===== config.mk =====
export PLATFORM = sky130hd
export DESIGN_NAME = pulse_out_gen
export DESIGN_NICKNAME = d
export VERILOG_FILES = /design/src/rtl/pog_pkg.sv /design/src/rtl/pog_mask_reg.sv /design/src/rtl/pog_dly_bank.sv /design/src/rtl/pog_chan.sv /design/src/rtl/pulse_out_gen.sv
export SDC_FILE = /design/constraint.sdc
export NUM_CORES = 1
export LEC_CHECK = 0
export BUFFER_PORTS_ARGS = -buffer_cell sky130_fd_sc_hd__buf_2
export CORE_AREA = 2 2 189 191
export DETAILED_ROUTE_END_ITERATION = 12
export DIE_AREA = 0 0 191 193
export SYNTH_ARGS = -nofsm -noshare
export SYNTH_HDL_FRONTEND = slang
export SYNTH_SLANG_ARGS = --single-unit

===== constraint.sdc =====
create_clock -name clk -period 1.3 [get_ports clk]
set_input_delay 0.26 -clock clk [delete_from_list [all_inputs] [get_ports clk]]
set_output_delay 0.26 -clock clk [all_outputs]
set_load 0.05 [all_outputs]

===== src/rtl/pog_pkg.sv =====
package pog_pkg;

    parameter int POG_CNT_W = 16;

    typedef logic [POG_CNT_W-1:0] pog_cnt_t;

    // rise point in the upper half, fall point in the lower half
    typedef struct packed {
        pog_cnt_t rise;
        pog_cnt_t fall;
    } pog_pair_t;

    localparam int POG_WORD_W = $bits(pog_pair_t);

endpackage


===== src/rtl/pog_mask_reg.sv =====
module pog_mask_reg #(
    parameter int NCH = 4
) (
    input  logic           clk,
    input  logic           rst_n,
    input  logic           wr_i,
    input  logic [NCH-1:0] wdata_i,
    output logic [NCH-1:0] mask_o
);

    typedef struct packed {
        logic [NCH-1:0] mask;
    } mask_st_t;

    mask_st_t m_d, m_q;

    always_comb begin
        m_d = m_q;
        if (wr_i) begin
            m_d.mask = wdata_i;
        end
    end

    always_ff @(posedge clk or negedge rst_n) begin
        if (!rst_n) begin
            m_q <= '0;
        end else begin
            m_q <= m_d;
        end
    end

    assign mask_o = m_q.mask;

    // a mask write is visible from the next edge, unbuffered
    a_r7_mask_write: assert property (@(posedge clk) disable iff (!rst_n)
        wr_i |=> (mask_o == $past(wdata_i)));

    a_r7_mask_keep: assert property (@(posedge clk) disable iff (!rst_n)
        !wr_i |=> $stable(mask_o));

endmodule


===== src/rtl/pog_dly_bank.sv =====
module pog_dly_bank
    import pog_pkg::*;
#(
    parameter int NCH   = 4,
    parameter int SEL_W = 2
) (
    input  logic                  clk,
    input  logic                  rst_n,
    input  logic                  wr_i,
    input  logic [SEL_W-1:0]      sel_i,
    input  pog_pair_t             wdata_i,
    input  logic                  load_i,
    output pog_pair_t [NCH-1:0]   act_o
);

    typedef struct packed {
        pog_pair_t [NCH-1:0] shd;
        pog_pair_t [NCH-1:0] act;
    } bank_st_t;

    bank_st_t b_d, b_q;

    logic sel_ok;
    assign sel_ok = (32'(sel_i) < NCH);

    always_comb begin
        b_d = b_q;
        // load copies the shadow as it stood before any same-cycle write
        if (load_i) begin
            for (int i = 0; i < NCH; i++) begin
                b_d.act[i] = b_q.shd[i];
            end
        end
        if (wr_i && sel_ok) begin
            b_d.shd[sel_i] = wdata_i;
        end
    end

    always_ff @(posedge clk or negedge rst_n) begin
        if (!rst_n) begin
            b_q <= '0;
        end else begin
            b_q <= b_d;
        end
    end

    assign act_o = b_q.act;

    for (genvar g = 0; g < NCH; g++) begin : g_chk
        // active values move only on a load
        a_r5_act_hold: assert property (@(posedge clk) disable iff (!rst_n)
            !load_i |=> $stable(b_q.act[g]));

        // the load takes the pre-write shadow content
        a_r6_load_copy: assert property (@(posedge clk) disable iff (!rst_n)
            load_i |=> (b_q.act[g] == $past(b_q.shd[g])));
    end

endmodule


===== src/rtl/pog_chan.sv =====
module pog_chan
    import pog_pkg::*;
(
    input  logic      clk,
    input  logic      rst_n,
    input  logic      gate_i,
    input  logic      en_i,
    input  pog_cnt_t  count_i,
    input  pog_pair_t dly_i,
    output logic      out_o
);

    typedef struct packed {
        logic lvl;
    } chan_st_t;

    chan_st_t c_d, c_q;

    logic hit_rise, hit_fall, degenerate;

    assign degenerate = (dly_i.rise == dly_i.fall);
    assign hit_rise   = (count_i == dly_i.rise);
    assign hit_fall   = (count_i == dly_i.fall);

    always_comb begin
        c_d = c_q;
        if (!gate_i || !en_i || degenerate) begin
            c_d.lvl = 1'b0;
        end else if (hit_rise) begin
            c_d.lvl = 1'b1;
        end else if (hit_fall) begin
            c_d.lvl = 1'b0;
        end
    end

    always_ff @(posedge clk or negedge rst_n) begin
        if (!rst_n) begin
            c_q <= '0;
        end else begin
            c_q <= c_d;
        end
    end

    assign out_o = c_q.lvl;

    a_r8_gate_low: assert property (@(posedge clk) disable iff (!rst_n)
        !gate_i |=> !out_o);

    a_r7_disabled_low: assert property (@(posedge clk) disable iff (!rst_n)
        !en_i |=> !out_o);

    a_r4_equal_low: assert property (@(posedge clk) disable iff (!rst_n)
        (dly_i.rise == dly_i.fall) |=> !out_o);

    a_r2_rise: assert property (@(posedge clk) disable iff (!rst_n)
        (gate_i && en_i && (dly_i.rise != dly_i.fall) && (count_i == dly_i.rise))
        |=> out_o);

    a_r3_fall: assert property (@(posedge clk) disable iff (!rst_n)
        (gate_i && en_i && (dly_i.rise != dly_i.fall) && (count_i == dly_i.fall))
        |=> !out_o);

    a_r3_hold: assert property (@(posedge clk) disable iff (!rst_n)
        (gate_i && en_i && (count_i != dly_i.rise) && (count_i != dly_i.fall))
        |=> (out_o == $past(out_o)));

endmodule


===== src/rtl/pulse_out_gen.sv =====
module pulse_out_gen
    import pog_pkg::*;
#(
    parameter int NCH   = 4,
    localparam int SEL_W = (NCH > 1) ? $clog2(NCH) : 1,
    localparam int CNT_W = POG_CNT_W,
    localparam int WRD_W = POG_WORD_W
) (
    input  logic             clk,
    input  logic             rst_n,
    input  logic             mod_en,
    input  logic             cnt_run,
    input  logic [CNT_W-1:0] count,
    input  logic             load_stb,
    input  logic             dly_wr,
    input  logic [SEL_W-1:0] dly_sel,
    input  logic [WRD_W-1:0] dly_wdata,
    input  logic             mask_wr,
    input  logic [NCH-1:0]   mask_wdata,
    output logic [NCH-1:0]   pulse_out
);

    pog_pair_t [NCH-1:0] act_w;
    logic      [NCH-1:0] mask_w;
    logic                gate_w;

    assign gate_w = mod_en & cnt_run;

    pog_dly_bank #(
        .NCH   (NCH),
        .SEL_W (SEL_W)
    ) u_bank (
        .clk     (clk),
        .rst_n   (rst_n),
        .wr_i    (dly_wr),
        .sel_i   (dly_sel),
        .wdata_i (pog_pair_t'(dly_wdata)),
        .load_i  (load_stb),
        .act_o   (act_w)
    );

    pog_mask_reg #(
        .NCH (NCH)
    ) u_mask (
        .clk     (clk),
        .rst_n   (rst_n),
        .wr_i    (mask_wr),
        .wdata_i (mask_wdata),
        .mask_o  (mask_w)
    );

    for (genvar g = 0; g < NCH; g++) begin : g_ch
        pog_chan u_ch (
            .clk     (clk),
            .rst_n   (rst_n),
            .gate_i  (gate_w),
            .en_i    (mask_w[g]),
            .count_i (count),
            .dly_i   (act_w[g]),
            .out_o   (pulse_out[g])
        );
    end

    // a stopped counter or disabled module clears every output
    a_r8_all_low: assert property (@(posedge clk) disable iff (!rst_n)
        !(mod_en && cnt_run) |=> (pulse_out == '0));

endmodule


Word level (Yosys, flattened, before mapping):

Cells that the tools add are included.
Widths: inputs -> output; s select.

* output and inout bits: 4
* logic and storage cells: 69
* input bits: 61
* bits in registers: 264

* muxes and demuxes: 15
* reductions and logical operators: 18
* equality and inequality tests: 12
* bitwise gates (word level): 1
* $lt $le $gt $ge: 2

Operators by type and width (count)
* $eq 16x16->1: 12
* $bwmux 128: 1
* $demux 32 s2: 1
* $mux 32: 1
* $mux 1: 12
* $reduce_bool 3->1: 4
* $logic_or 1x1->1: 8
* $logic_not 1->1: 5
* $lt 2x3->1 const B: 1
* $ge 2x1->1 const B: 1
* $and 1x1->1: 1
* $logic_and 1x1->1: 1

Longest topological paths before layout:

* depth after elaboration: 5
* depth in mapped cells: 5
* gate-level depth less buffers: 4

Hierarchy:

Synthesis repeated with hierarchy kept, for this count alone.

* cells, all modules: 943
* area, all modules: 12932.4 µm²

By module, submodules not included
* pog_dly_bank: area each 10418.7 µm², seq. area each 6406.1 µm², cells each 670, times used 1
* pog_chan: area each 590.6 µm², seq. area each 25.0 µm², cells each 66, times used 4
* pog_mask_reg: area each 145.1 µm², seq. area each 100.1 µm², cells each 8, times used 1
* pulse_out_gen: area each 6.3 µm², seq. area each 0.0 µm², cells each 1, times used 1

Worst setup path before layout:

Ideal clock, no wire load.

* path type: input-to-reg
* start point: input count[11]
* end point: register g_ch[0].u_ch.c_q
* path buffers: 1
* data arrival time: 1122 ps
* setup time: 135 ps
* stages on the path: 5
* data required time: 1165 ps
* path slack: 44 ps
* cell sequence: buf_2 -> xnor2_1 -> nand4_1 -> o41ai_1 -> a211oi_1

* word-level cells in the longest chain between the ends: 3
* elaborated cells between the ends (all ways): 5
* those cells by class: eq/ne (2); mux (2); reduce/logical (1)

Ends and longest elaborated chain
* start, declared: RTL line pulse_out_gen.sv:13 `input logic [CNT_W-1:0] count,`
* $eq 16x16->1: RTL line pog_chan.sv:22 `assign hit_rise = (count_i == dly_i.rise);`
* $mux 1: RTL line pog_chan.sv:29 `end else if (hit_rise) begin`
* $mux 1: RTL line pog_chan.sv:27 `if (!gate_i || !en_i || degenerate) begin`
* end signal, assigned: RTL line pog_chan.sv:38 `c_q <= '0;`
* end signal, assigned: RTL line pog_chan.sv:40 `c_q <= c_d;`
* end, declared: RTL line pog_chan.sv:17 `chan_st_t c_d, c_q;`

Several ways; a longest one is shown, not always the timed one.
A chain may end at the register's enable or synchronous reset.

Worst setup path in the final report:

* start point: register u_bank.b_q, in the netlist u_bank.act_o[53]
* end point: register g_ch[1].u_ch.c_q

* word-level cells in the longest chain between the ends: 3
* elaborated cells between the ends (all ways): 6
* those cells by class: eq/ne (2); mux (2); reduce/logical (2)

Ends and longest elaborated chain
* start, declared: RTL line pog_dly_bank.sv:21 `bank_st_t b_d, b_q;`
* start signal, assigned: RTL line pog_dly_bank.sv:41 `b_q <= '0;`
* start signal, assigned: RTL line pog_dly_bank.sv:43 `b_q <= b_d;`
* $eq 16x16->1, on equally long branches: RTL line pog_chan.sv:22, pog_chan.sv:21
* $mux 1 / $logic_or 1x1->1 (equally long branches): RTL line pog_chan.sv:29, pog_chan.sv:27
* $mux 1 / $reduce_bool 3->1 (equally long branches)
* end signal, assigned: RTL line pog_chan.sv:38
* end signal, assigned: RTL line pog_chan.sv:40
* end, declared: RTL line pog_chan.sv:17

Several ways; a longest one is shown, not always the timed one.

==> results.sh <==
export IMPL_cp_required_ns=1.76
export IMPL_ys_types=17
export IMPL_crit_fanout=3
export IMPL_grt_pass1_wl_um=48600
export IMPL_powerDensity_nw_per_um2=1760
export IMPL_synth_net_count=895
export IMPL_synth_main_ff_cell="dfrtp_1"
export IMPL_yosysWarnings=0
export IMPL_avgViaCountPerCell=4.87
export IMPL_syn2layout_area_growth_pct=23.3
export IMPL_drc=0
export IMPL_fill_cells=3216
export IMPL_die_w_um=191
export IMPL_yosysMostFrequentCell="dfrtp_1"
export IMPL_violations="setup timing"
export IMPL_fin_ws_ns=-0.268
export IMPL_period_minus_slack_ns=1.57
export IMPL_seq_power_share_pct=44.9
export IMPL_end_kind="flip-flop"
export IMPL_finalHoldViolCount=0
export IMPL_num_rows=69
export IMPL_setup_violations=8
export IMPL_vdd_ir_drop_worst_mv=0.948
export IMPL_wl_per_cell_um=22.1
export IMPL_nets=1043
export IMPL_synth_edf_count=0
export IMPL_placed_cells=1387
export IMPL_crit_arrival_ns=2.02
export IMPL_grt_remaining_overflow=0
export IMPL_clock_latency_ns=0.55
export IMPL_status="finished with violations"
export IMPL_yosysTopAreaCell="dfrtp_1"
export IMPL_clockRootBuffer="clkbuf_16"
export IMPL_timing_fmax_ghz=0.638
export IMPL_ant_nets=0
export IMPL_synthCells=834
export IMPL_numPortBuffers=64
export IMPL_rsz0062_at_grt="true"
export IMPL_path_class="flip-flop to flip-flop"
export IMPL_place_congestion=0.936
export IMPL_antenna_found_initial=1
export IMPL_hold_path_class="input pin to flip-flop"
export IMPL_multi_input_area_um2=5330
export IMPL_ys_seq_area_share_pct=54.9
export IMPL_drt_iter0_drc=354
export IMPL_fin_worst_skew_ns=0.0119
export IMPL_drive_gt1_share_pct=49.4
export IMPL_numCtsBuffers=29
export IMPL_clkTransAtPathRegs_ns=0.06
export IMPL_cts_tree="built"
export IMPL_drtPass1Iterations=4
export IMPL_fin_area_um2=14800
export IMPL_placed_cell_area_um2=13400
export IMPL_avgSynthCellArea_um2=14.4
export IMPL_fp_dieH_um=193
export IMPL_diodes=0
export IMPL_fin_crit_sh_pct=121
export IMPL_synth_top_area_share_pct=54.9
export IMPL_io_pins=65
export IMPL_power_total_mw=26.2
export IMPL_slew_violations=0
export IMPL_grt_usage_pct=18.0
export IMPL_worstMarginPinSlew_ns=0.422
export IMPL_finish_utilization_pct=42.5
export IMPL_combinationalPowerShare_pct=22.4
export IMPL_p_int_mw=18.6
export IMPL_synth_seq_cells=264
export IMPL_max_slew_margin_pct=71.8
export IMPL_floorplan_initialDensity_pct=34.4
export IMPL_syn_area_um2=12000
export IMPL_p_switching_mw=7.52
export IMPL_fin_cells=1463
export IMPL_cts_buffer_depth=3
export IMPL_die_area_um2=36900
export IMPL_clkPwrFrac_pct=32.7
export IMPL_coreArea_um2=35000
export IMPL_p_leak_nw=6.17
export IMPL_synthTopCellsByArea="dfrtp_1, mux2_2, xnor2_1, xor2_1, nand4_1"
export IMPL_netlist_top_cells_count="dfrtp_1, mux2_2, xnor2_1, xor2_1, nand4_1"
export IMPL_cts_htree_levels=1
export IMPL_grt_max_degree=64
export IMPL_clock_sinks=264
export IMPL_dr_total_vias=7122
export IMPL_switching_share_pct=28.7
export IMPL_hold_ws_ns=0.00516
export IMPL_wl_um=32400
export IMPL_worst_setup_path_start_kind="flip-flop"
export IMPL_dp_hpwl_um=24400
export IMPL_async_reset_ff_share_pct=100
export IMPL_seqCellArea_um2=6620
export IMPL_first_global_vias=7505
export IMPL_drv_cap=0
[power by group through the flow]
stage / clock, mW / combinational [mW] / sequential [mW]
floorplan: 0 / 3.57 / 11.2
global placement: 0 / 5.52 / 11.8
detailed placement: 0 / 5.56 / 11.8
CTS: 8.77 / 5.78 / 11.7
global route: 9.11 / 6.27 / 12.0
finish: 8.56 / 5.85 / 11.8
[worst max-delay path, stage by stage, from the launching register on]
cell      delay (ns)
dfrtp_2         0.45
xor2_1          0.19
nor4_2          0.37
buf_4           0.18
nand4_1         0.11
a211oi_2        0.19
[stage by stage]
stage                     TNS [ns]  worst slack (ns)
final                        -1.29            -0.268
after global placement       -8.36            -0.374
after CTS                    -1.21            -0.245
after floorplan                  0            0.0437
after detailed placement    -10.03            -0.329
after global routing         -1.67            -0.328
[path summary, 6_finish.rpt]
check	startpoint	to	slack [ns]	cells after the start
hold reg to reg	u_bank.b_q[147]	u_bank.b_q[147]	0.49	1
min in group asynchronous	rst_n	u_bank.b_q[239]	0.15	2
setup reg to reg	u_bank.act_o[53]	g_ch[1].u_ch.out_o	-0.27	5
setup / recovery	u_bank.act_o[53]	g_ch[1].u_ch.out_o	-0.27	5
max in group asynchronous	rst_n	u_bank.act_o[53]	0.54	3
hold / removal	dly_wdata[20]	u_bank.b_q[148]	0.005	2
[metal layers]
layer	track usage [%]	part of all wire, %	vias up
met5	0	0.040	-
met4	5.31	2.7	2
met3	2.43	4.5	48
met2	29.1	47	131
met1	25.4	46	3701
li1	-	-	3240
[cell type report]
| class | instances | share of cell area (%) |
|---|---|---|
| clock inverters | 6 | 0.894 |
| flip-flops and latches | 264 | 44.6 |
| multi-input cells | 524 | 35.9 |
| well taps | 461 | 3.89 |
| clock buffers | 45 | 5.83 |
| repair buffers | 163 | 8.86 |
[cells in the final DEF (no fill, tap or decap), drive strengths merged]
cell type	instances
clkbuf	45
bufinv	4
dlygate4sd3	17
clkinvlp	1
clkinv	1
dfrtp	264
nand3	5
nand4	36
nand3b	2
nor3b	1
xor2	64
a211oi	4
nor4	20
buf	146
o41ai	4
xnor2	128
mux2	260
[sequential cells by signal, indices dropped and copies added (netlist names)]
| register | count |
|---|---|
| g_ch.u_ch.out_o | 4 |
| u_bank.act_o | 128 |
| u_bank.b_q | 128 |
| u_mask.mask_o | 4 |
[cell families after synthesis]
logic type             share of synthesized area [%]
AO/OA/AOI/OAI                                  0.541
AND/OR/NAND/NOR                                 3.50
flip-flops                                      54.9
multiplexers                                    24.3
XOR/XNOR                                        14.0
buffers and inverters                           2.78
[what timing repair did]
action	4_1_cts	5_1_grt
setup buffers	4	4
endpoints found under the hold margin	314	0
pin swaps	16	15
hold buffers	17	0
gates resized for setup	32	18
endpoints found under the setup margin	8	8
Note: power is estimated with default switching activity, not from simulation.
